**config.mk**
```make
export PLATFORM = sky130hd
export DESIGN_NAME = soft_mute_zero
export DESIGN_NICKNAME = d
export VERILOG_FILES = /design/src/rtl/smz_pkg.sv /design/src/rtl/smz_init_hold.sv /design/src/rtl/smz_gain_ramp.sv /design/src/rtl/smz_scale.sv /design/src/rtl/smz_zero_watch.sv /design/src/rtl/soft_mute_zero.sv
export SDC_FILE = /design/constraint.sdc
export NUM_CORES = 2
export LEC_CHECK = 0
export BUFFER_PORTS_ARGS = -buffer_cell sky130_fd_sc_hd__buf_2
export CAP_MARGIN = 15
export CORE_MARGIN = 2
export CORE_UTILIZATION = 45
export DETAILED_ROUTE_END_ITERATION = 10
export GPL_ROUTABILITY_DRIVEN = 1
export SLEW_MARGIN = 30
export SYNTH_ARGS = -nofsm -noshare
export SYNTH_HDL_FRONTEND = slang
export SYNTH_HIERARCHICAL = 1
export SYNTH_SLANG_ARGS = --single-unit
```
**constraint.sdc**
```tcl
create_clock -name clk -period 12.6 [get_ports clk]
set_input_delay 1.26 -clock clk [delete_from_list [all_inputs] [get_ports clk]]
set_output_delay 1.26 -clock clk [all_outputs]
set_load 0.03 [all_outputs]
```
**src/rtl/smz_pkg.sv**
```systemverilog
`timescale 1ns/1ps
// Shared constants and types for the soft mute / silence detector.
// Assumes: gain is unsigned fixed point with SMZ_GAIN_FRAC fraction bits.
package smz_pkg;
    localparam int SMZ_DATA_W      = 24;
    localparam int SMZ_GAIN_FRAC   = 30;
    localparam int SMZ_COEF_FRAC   = 16;
    localparam int SMZ_STEP_DN     = 61870;  // 10^(-0.5/20) * 2^16
    localparam int SMZ_STEP_UP     = 69419;  // 10^(+0.5/20) * 2^16
    localparam int SMZ_FLOOR_STEPS = 240;    // 240 * 0.5 dB = 120 dB
    localparam int SMZ_HOLD_CYCLES = 1024;
    localparam int SMZ_ZERO_RUN    = 1024;

    typedef enum logic [1:0] {
        RAMP_STAY = 2'd0,
        RAMP_FALL = 2'd1,
        RAMP_RISE = 2'd2
    } ramp_dir_t;
endpackage

```
**src/rtl/smz_init_hold.sv**
```systemverilog
`timescale 1ns/1ps
// Post-reset initialization window: hold is high for HOLD_CYCLES edges
// after rst_n is released, then stays low until the next reset.
module smz_init_hold #(
    parameter int HOLD_CYCLES = 1024
) (
    input  logic clk,
    input  logic rst_n,
    output logic hold
);
    localparam int CW = $clog2(HOLD_CYCLES + 1);
    localparam logic [CW-1:0] LAST = CW'(HOLD_CYCLES);

    logic [CW-1:0] cnt_q;

    // Count edges since reset release, saturating at the window length.
    always_ff @(posedge clk) begin
        if (!rst_n)             cnt_q <= '0;
        else if (cnt_q != LAST) cnt_q <= cnt_q + 1'b1;
    end

    assign hold = (cnt_q != LAST);
endmodule

```
**src/rtl/smz_gain_ramp.sv**
```systemverilog
`timescale 1ns/1ps
// Logarithmic gain ramp: one -0.5 dB or +0.5 dB step per accepted sample.
// Assumes adv pulses once per sample period. silent flags the -120 dB floor.
module smz_gain_ramp
    import smz_pkg::*;
#(
    parameter int GAIN_FRAC   = SMZ_GAIN_FRAC,
    parameter int COEF_FRAC   = SMZ_COEF_FRAC,
    parameter int STEP_DN     = SMZ_STEP_DN,
    parameter int STEP_UP     = SMZ_STEP_UP,
    parameter int FLOOR_STEPS = SMZ_FLOOR_STEPS
) (
    input  logic                 clk,
    input  logic                 rst_n,
    input  logic                 adv,
    input  logic                 mute,
    output logic [GAIN_FRAC:0]   gain,
    output logic                 silent
);
    localparam int GW = GAIN_FRAC + 1;
    localparam int SW = $clog2(FLOOR_STEPS + 1);
    localparam int PW = GW + COEF_FRAC + 2;
    localparam logic [GW-1:0] UNITY  = GW'(1) << GAIN_FRAC;
    localparam logic [SW-1:0] FLOOR  = SW'(FLOOR_STEPS);
    localparam logic [PW-1:0] HALF_C = PW'(1) << (COEF_FRAC - 1);

    logic [SW-1:0] step_q;
    logic [GW-1:0] gain_q;
    logic [PW-1:0] dn_sh, up_sh;
    logic [GW-1:0] dn_val, up_val;
    ramp_dir_t     dir;

    // Next gain candidates for a falling and a rising step, rounded and capped at unity.
    always_comb begin
        dn_sh  = (PW'(gain_q) * PW'(STEP_DN) + HALF_C) >> COEF_FRAC;
        up_sh  = (PW'(gain_q) * PW'(STEP_UP) + HALF_C) >> COEF_FRAC;
        dn_val = (dn_sh > PW'(UNITY)) ? UNITY : dn_sh[GW-1:0];
        up_val = (up_sh > PW'(UNITY)) ? UNITY : up_sh[GW-1:0];
    end

    // Pick the direction of this sample's step.
    always_comb begin
        if (!adv)                          dir = RAMP_STAY;
        else if (mute && step_q != FLOOR)  dir = RAMP_FALL;
        else if (!mute && step_q != '0)    dir = RAMP_RISE;
        else                               dir = RAMP_STAY;
    end

    // Apply one step per accepted sample; snap to exact unity on the last rising step.
    always_ff @(posedge clk) begin
        if (!rst_n) begin
            step_q <= '0;
            gain_q <= UNITY;
        end else begin
            case (dir)
                RAMP_FALL: begin
                    step_q <= step_q + 1'b1;
                    gain_q <= dn_val;
                end
                RAMP_RISE: begin
                    step_q <= step_q - 1'b1;
                    gain_q <= (step_q == SW'(1)) ? UNITY : up_val;
                end
                default: ;
            endcase
        end
    end

    assign gain   = gain_q;
    assign silent = (step_q == FLOOR);
endmodule

```
**src/rtl/smz_scale.sv**
```systemverilog
`timescale 1ns/1ps
// Combinational sample scaler: y = sat(round_half_up(x * g / 2^GAIN_FRAC)).
// Assumes gain never exceeds unity, but saturates regardless.
module smz_scale #(
    parameter int DATA_W    = 24,
    parameter int GAIN_FRAC = 30
) (
    input  logic [DATA_W-1:0]  x,
    input  logic [GAIN_FRAC:0] gain,
    output logic [DATA_W-1:0]  y
);
    localparam int PW = DATA_W + GAIN_FRAC + 2;
    localparam logic signed [PW-1:0] HALF = PW'(1) << (GAIN_FRAC - 1);
    localparam logic signed [PW-1:0] MAXV = (PW'(1) << (DATA_W - 1)) - PW'(1);
    localparam logic signed [PW-1:0] MINV = -(PW'(1) << (DATA_W - 1));

    logic signed [PW-1:0] xe, ge, shifted;

    // Multiply, round half up, shift back and clamp to the sample range.
    always_comb begin
        xe      = PW'($signed(x));
        ge      = $signed(PW'(gain));
        shifted = (xe * ge + HALF) >>> GAIN_FRAC;
        if (shifted > MAXV)      y = MAXV[DATA_W-1:0];
        else if (shifted < MINV) y = MINV[DATA_W-1:0];
        else                     y = shifted[DATA_W-1:0];
    end
endmodule

```
**src/rtl/smz_zero_watch.sv**
```systemverilog
`timescale 1ns/1ps
// Counts consecutive accepted samples that are zero on both channels and
// raises flag on the ZERO_RUN-th; any nonzero sample restarts the run.
module smz_zero_watch #(
    parameter int ZERO_RUN = 1024
) (
    input  logic clk,
    input  logic rst_n,
    input  logic adv,
    input  logic is_zero,
    output logic flag
);
    localparam int CW = $clog2(ZERO_RUN + 1);
    localparam logic [CW-1:0] FULL = CW'(ZERO_RUN);
    localparam logic [CW-1:0] NEAR = CW'(ZERO_RUN - 1);

    logic [CW-1:0] run_q;

    // Track the zero run and the flag together, one update per accepted sample.
    always_ff @(posedge clk) begin
        if (!rst_n) begin
            run_q <= '0;
            flag  <= 1'b0;
        end else if (adv) begin
            if (is_zero) begin
                if (run_q != FULL) run_q <= run_q + 1'b1;
                flag <= (run_q >= NEAR);
            end else begin
                run_q <= '0;
                flag  <= 1'b0;
            end
        end
    end
endmodule

```
**src/rtl/soft_mute_zero.sv**
```systemverilog
`timescale 1ns/1ps
// Stereo soft mute with silence detector and post-reset output hold.
// Assumes in_vld is a one-cycle strobe per sample period; outputs are
// registered one cycle after the strobe. Reset is synchronous, active low.
module soft_mute_zero
    import smz_pkg::*;
#(
    parameter int DATA_W      = SMZ_DATA_W,
    parameter int GAIN_FRAC   = SMZ_GAIN_FRAC,
    parameter int COEF_FRAC   = SMZ_COEF_FRAC,
    parameter int STEP_DN     = SMZ_STEP_DN,
    parameter int STEP_UP     = SMZ_STEP_UP,
    parameter int FLOOR_STEPS = SMZ_FLOOR_STEPS,
    parameter int HOLD_CYCLES = SMZ_HOLD_CYCLES,
    parameter int ZERO_RUN    = SMZ_ZERO_RUN
) (
    input  logic              clk,
    input  logic              rst_n,
    input  logic              in_vld,
    input  logic [DATA_W-1:0] in_l,
    input  logic [DATA_W-1:0] in_r,
    input  logic              mute,
    output logic              out_vld,
    output logic [DATA_W-1:0] out_l,
    output logic [DATA_W-1:0] out_r,
    output logic              zero_flag
);
    localparam int NCH = 2;

    logic                 hold, adv, silent, both_zero;
    logic [GAIN_FRAC:0]   gain;
    logic [DATA_W-1:0]    ch_in  [NCH];
    logic [DATA_W-1:0]    ch_out [NCH];

    assign adv       = in_vld & ~hold;
    assign both_zero = (in_l == '0) && (in_r == '0);
    assign ch_in[0]  = in_l;
    assign ch_in[1]  = in_r;

    smz_init_hold #(.HOLD_CYCLES(HOLD_CYCLES)) u_hold (
        .clk(clk), .rst_n(rst_n), .hold(hold)
    );

    smz_gain_ramp #(
        .GAIN_FRAC(GAIN_FRAC), .COEF_FRAC(COEF_FRAC), .STEP_DN(STEP_DN),
        .STEP_UP(STEP_UP), .FLOOR_STEPS(FLOOR_STEPS)
    ) u_ramp (
        .clk(clk), .rst_n(rst_n), .adv(adv), .mute(mute),
        .gain(gain), .silent(silent)
    );

    for (genvar c = 0; c < NCH; c++) begin : g_ch
        smz_scale #(.DATA_W(DATA_W), .GAIN_FRAC(GAIN_FRAC)) u_scale (
            .x(ch_in[c]), .gain(gain), .y(ch_out[c])
        );
    end

    smz_zero_watch #(.ZERO_RUN(ZERO_RUN)) u_zero (
        .clk(clk), .rst_n(rst_n), .adv(adv), .is_zero(both_zero), .flag(zero_flag)
    );

    // Register the scaled samples, forcing zero during the hold window or at the floor.
    always_ff @(posedge clk) begin
        if (!rst_n) begin
            out_vld <= 1'b0;
            out_l   <= '0;
            out_r   <= '0;
        end else begin
            out_vld <= in_vld;
            if (in_vld) begin
                out_l <= (hold || silent) ? '0 : ch_out[0];
                out_r <= (hold || silent) ? '0 : ch_out[1];
            end
        end
    end
endmodule

```
* After elaboration in Yosys (flattened, before gate mapping)
Index checks and enable logic that the tools add are counted.
** Cells by class
- Magnitude comparators :: 7
- Muxes and demuxes :: 17
- Add/subtract/negate cells :: 8
- Divide/modulo/power cells :: 0
- Equal/unequal tests :: 8
- Multipliers :: 4
- Reductions and logical operators :: 10
- Bitwise logic cells :: 2
- Shift-type cells :: 0
** Operators with widths (number)
- $mux 24 :: 6
- $add 56x31->56 const B :: 2
- $mul 24x32->56 :: 2
- $mux 31 :: 3
- $gt 33x31->1 const B :: 2
- $pmux 31 s2 :: 1
- $gt 26x24->1 const B :: 2
- $lt 26x24->1 const B :: 2
- $add 48x16->49 const B :: 1
- $add 47x16->48 const B :: 1
- $logic_not 24->1 :: 2
- $mul 31x17->48 const B :: 1
- $mul 31x15->46 const B :: 1
- $add 11x1->11 const B :: 2
- $mux 11 :: 2
- $ne 11x11->1 const B :: 2
- $pmux 8 s2 :: 1
- $ge 11x10->1 const B :: 1
- $add 8x1->8 const B :: 1
- $eq 8x1->1 const B :: 1
- $eq 8x8->1 const B :: 1
- $ne 8x8->1 const B :: 1
- $reduce_bool 8->1 :: 1
- $sub 8x1->8 const B :: 1
- other kinds (12) :: 16
** Storage, ports and cells
- Memories kept :: 0
- RAM bits :: 0
- Bits of input ports :: 52
- Bits in registers :: 111
- Memory bits (read-only) :: 0
- Latch bits :: 0
- Output and inout port bits :: 50

* Depth between registers and ports, before layout
- Depth after elaboration :: 7
- Gate-level depth with buffers :: 29
- Mapped depth without buffers :: 27

* Cells and area by module
Netlist, hierarchy kept.
** By module, submodules not included
- smz_scale (g_ch[1].u_scale) :: sequential area each 0.0 um^2, cells each 2799, times used 1, area each 24624.9 um^2
- smz_scale (g_ch[0].u_scale) :: sequential area each 0.0 um^2, cells each 2761, times used 1, area each 24378.4 um^2
- smz_gain_ramp :: sequential area each 780.7 um^2, cells each 2146, times used 1, area each 20129.3 um^2
- soft_mute_zero :: sequential area each 980.9 um^2, cells each 227, times used 1, area each 2144.6 um^2
- smz_zero_watch :: sequential area each 240.2 um^2, cells each 90, times used 1, area each 691.9 um^2
- smz_init_hold :: sequential area each 220.2 um^2, cells each 64, times used 1, area each 563.0 um^2

* Worst setup path after synthesis
No wires, ideal clock.
- Path type :: input-to-reg
- Start :: input port in_r[0]
- End :: register out_r[22]
- Path slack :: 4.599 ns
- Path buffers :: 3
- Arrival time :: 7.939 ns
- Data required time :: 12.538 ns
- Stages :: 27
- Cell sequence :: clkbuf_1 > clkbuf_1 > and2_1 > fa_1 > inv_1 > fa_1 > fa_1 > fa_1 > fa_1 > inv_1 > fa_1 > inv_1 > fa_1 > inv_1 > ha_1 > nand4_1 > inv_1 > a222oi_1 > a211oi_2 > o31ai_4 > a2111oi_2 > or3b_4 > a31oi_4 > buf_6 > o21bai_1 > a21oi_2 > nor2b_2
** RTL lines
- start, declared :: RTL line soft_mute_zero.sv:21 : input logic [DATA_W-1:0] in_r,
- end signal, assigned :: RTL line soft_mute_zero.sv:72 : out_r <= (hold || silent) ? '0 : ch_out[1];
- end, declared :: RTL line soft_mute_zero.sv:25 : output logic [DATA_W-1:0] out_r,

==> impl_metrics.csv <==
group,metric,value,unit
sta,skew,0.0293,ns
die,dieArea,0.164,sq mm
cts,ctsRootBufferMaster,"clkbuf_16",
setup_path,reg2regPathDepth,26,
outcome,status,"completed",
placed_design,dp_hpwl,173000,microns
flow_run,cap_violations,0,
cts,ctsHoldBuffers,0,
placed_design,routabilityCongestion,0.998,
setup_path,endpoint_kind,"register",
hold_path,min_to,"u_hold/cnt_q[9]",
cts,cts_htree_levels,3,
power_and_ir_drop,ir_worst_vdd,85.1,uV
yosys,ys_types,122,
hold_path,hold_path.class,"reg2reg",
sta,slew_viol_final,0,
power_and_ir_drop,combPwrFrac,53.3,%
detailed_routing,drc,0,
cts,cts.sinks,111,
sta,fin_crit,9.84,ns
setup_path,rrSetupSlack,2.85,ns
yosys,synth-edff-count,0,
yosys,synth_ff_type,"dfxtp_1",
grt,grt_pass1_wl,356000,microns
die,core_area,0.160,sq mm
yosys,synth-compound-area-share,8.41,%
sta,setup_viol_count_final,0,
yosys,synth_top_family_by_area,"adder cells",
power_and_ir_drop,power.switching,725,uW
setup_path,cp_max_fo,32,
power_and_ir_drop,pwr-share-seq,23.6,%
grt,grt_max_degree,57,
cts,cts.path.max_buffers,2,
setup_path,timing.critical_path.mode_cell,"fa_1",
sta,worst_pin_slew,1.13,ns
yosys,synth_warnings,6,
yosys,syn_avg_cell_area,8.97,sq um
cts,clock_latency,0.45,ns
yosys,syn_nets,10600,
detailed_routing,num_vias,55900,
yosys,synth_seq_cells,111,
cts,path_clk_slew,0.09,ns
die,floorplan.initialDensity,45.2,%
die,dieWidth,405,microns
sta,rsz0062_at_grt,"no",
setup_path,slowest_stage,"a311oi_1",
placed_design,place_area,0.0748,sq mm
sta,max_freq,102,MHz
yosys,synth_area,0.0725,sq mm
yosys,yosys.area_share.simple,17.1,%
die,placementRows,147,
cts,post_cts_buffers,0,
yosys,async_flop_share,0,%
yosys,muxShareOfSynthArea,0.290,%
cells_and_area,design_area,0.0752,sq mm
yosys,seq_area_frac_synth,3.06,%
cts,cts_tree,"yes",
setup_path,worstPathRequired,12.98,ns
setup_path,worst_r2r_endpoint,"out_r[16]",
detailed_routing,vias_per_cell,5.55,
hold_path,min_from,"u_hold/cnt_q[9]",
cts,cts_resized,0,
power_and_ir_drop,power_frac_clock,23.1,%
cells_and_area,drive_gt1_share,4.70,%
cells_and_area,syn2layout_area_growth,3.65,%
setup_path,startpoint_type,"input pin",
cells_and_area,final_cell_mix,"1761 x inv_1, 1621 x fa_1, 942 x nand2_1",
detailed_routing,wl_per_cell,22.4,microns
cells_and_area,final_nets,10400,
sta,slew-limit-headroom,24.0,%
setup_path,r2r-start,"u_ramp/gain[10]",
grt,antenna_found_initial,16,
setup_path,critPathLaunch,"in_r[10]",
power_and_ir_drop,p_leak,0.0377,uW
yosys,synthCells,8087,
detailed_routing,drtPass1Iterations,6,
grt,grt_pass1_vias,60600,
cells_and_area,final_common_cell,"inv_1",
sta,hold_violations,0,
sta,finalCritPeriodShare,78.1,%
sta,tns,0,ns
grt,grtUsageTotal,28.3,%
power_and_ir_drop,switching_share,48.6,%
power_and_ir_drop,power_density,19.8,mW/mm^2
detailed_routing,ant_nets,0,
detailed_routing,drt_iter0_drc,3994,
grt,grt.overflow.total,0,
yosys,synth_xor_area_share,1.62,%
die,fp.dieH,405,microns
setup_path,slowest_delay,1.03,ns
cts,cts-buffers-inserted,9,
die,io_pins,102,
detailed_routing,wl,226000,microns
setup_path,path_class,"in2reg",
hold_path,hold_path_depth,2,
yosys,synthAdderAreaFrac,58.4,%
power_and_ir_drop,intPower,767,uW
placed_design,io_buffer_count,101,
setup_path,critPathArrivalTime,10.22,ns
## metal layers
layer | vias up | GRT usage (%) | part of all wire [%]
met5 | - | 0.119 | 0.022
met4 | 8 | 9.53 | 3.6
met3 | 452 | 3.86 | 6.4
met2 | 2084 | 47.6 | 48
met1 | 28900 | 37.5 | 42
li1 | 24500 | - | -
## through the flow
step	setup WS, ns	instances	hold WS (ns)	power [uW]	utilization (%)
5_1_grt	2.66	10100	0.536	1590	46.9
6_report	2.76	10100	0.527	1490	46.9
4_1_cts	2.91	10100	0.524	1500	46.9
3_5_place_dp	2.49	10100	0.500	1140	46.7
2_1_floorplan	4.60	8087	0.460	906	-
3_3_place_gp	2.55	10100	0.494	1130	46.6
## power by group through the flow
stage	Clock, uW	Sequential (uW)	Combinational (uW)
5_1_grt	364	353	872
6_report	345	352	795
3_5_place_dp	0	361	778
3_3_place_gp	0	361	773
4_1_cts	357	353	786
2_1_floorplan	0	361	545
## registers in the layout, summed over array words and instances (netlist names)
| name | cells |
|---|---|
| out_r | 24 |
| u_ramp/step_q | 8 |
| u_ramp/gain | 31 |
| u_zero/run_q | 11 |
| out_l | 24 |
| u_zero/flag | 1 |
| u_hold/cnt_q | 11 |
| out_vld | 1 |
## cell families after synthesis
kind of cell | Yosys count
multiplexers | 20
AO/OA/AOI/OAI | 889
XOR/XNOR | 132
AND/OR/NAND/NOR | 2397
adder cells (fa/ha/maj) | 2413
flip-flops | 111
buffers and inverters | 2125
## worst max path at each step
stage | to | slack, ns | cells past startpoint
after CTS | out_r[16] | 2.91 | 25
after global placement | out_r[16] | 2.55 | 26
after floorplan | out_r[22] | 4.60 | 27
after global routing | out_r[16] | 2.66 | 26
final | out_r[16] | 2.76 | 26
after detailed placement | out_r[16] | 2.49 | 26
## synthesized netlist by cell type (20+ instances only)
master	instances	area, sq um
clkbuf_1	325	1220
or3_1	26	163
buf_2	20	100
nor2_1	161	604
nor4_1	34	213
xnor2_1	89	780
a211oi_1	52	390
a21o_1	74	556
dfxtp_1	111	2220
and2_1	714	4470
a21oi_1	269	1350
a31oi_1	25	156
and3_1	34	213
o21bai_1	26	195
nor2b_1	133	832
o21a_1	20	150
o211ai_1	23	173
a21oi_2	24	210
inv_1	1762	6610
nor3_1	62	310
ha_1	792	9910
nand4_1	73	457
xor2_1	42	368
fa_1	1621	32500
nand3_1	64	320
nand2_1	942	3540
o21ai_0	161	806
nand2b_1	39	244
## final cells by class
cell class / count / area [sq um]
Fill cell: 15700 / 85200
Multi-Input combinational cell: 5851 / 62200
Inverter: 1764 / 6620
Tap cell: 2160 / 2700
Sequential cell: 111 / 2260
Timing Repair Buffer: 168 / 1020
Clock buffer: 9 / 225
Clock inverter: 7 / 86.3
Antenna cell: 6 / 15.0
## critical path, delay by kind of cell
family / cells / cell delay, ns
AOI/OAI and AO/OA: 8 / 3.33
buffers and inverters: 6 / 0.89
xor gates and xnor gates: 1 / 0.09
and+or+nand+nor: 3 / 0.72
adders and majority gates: 8 / 3.85
Note: power is estimated with default switching activity, not from simulation.
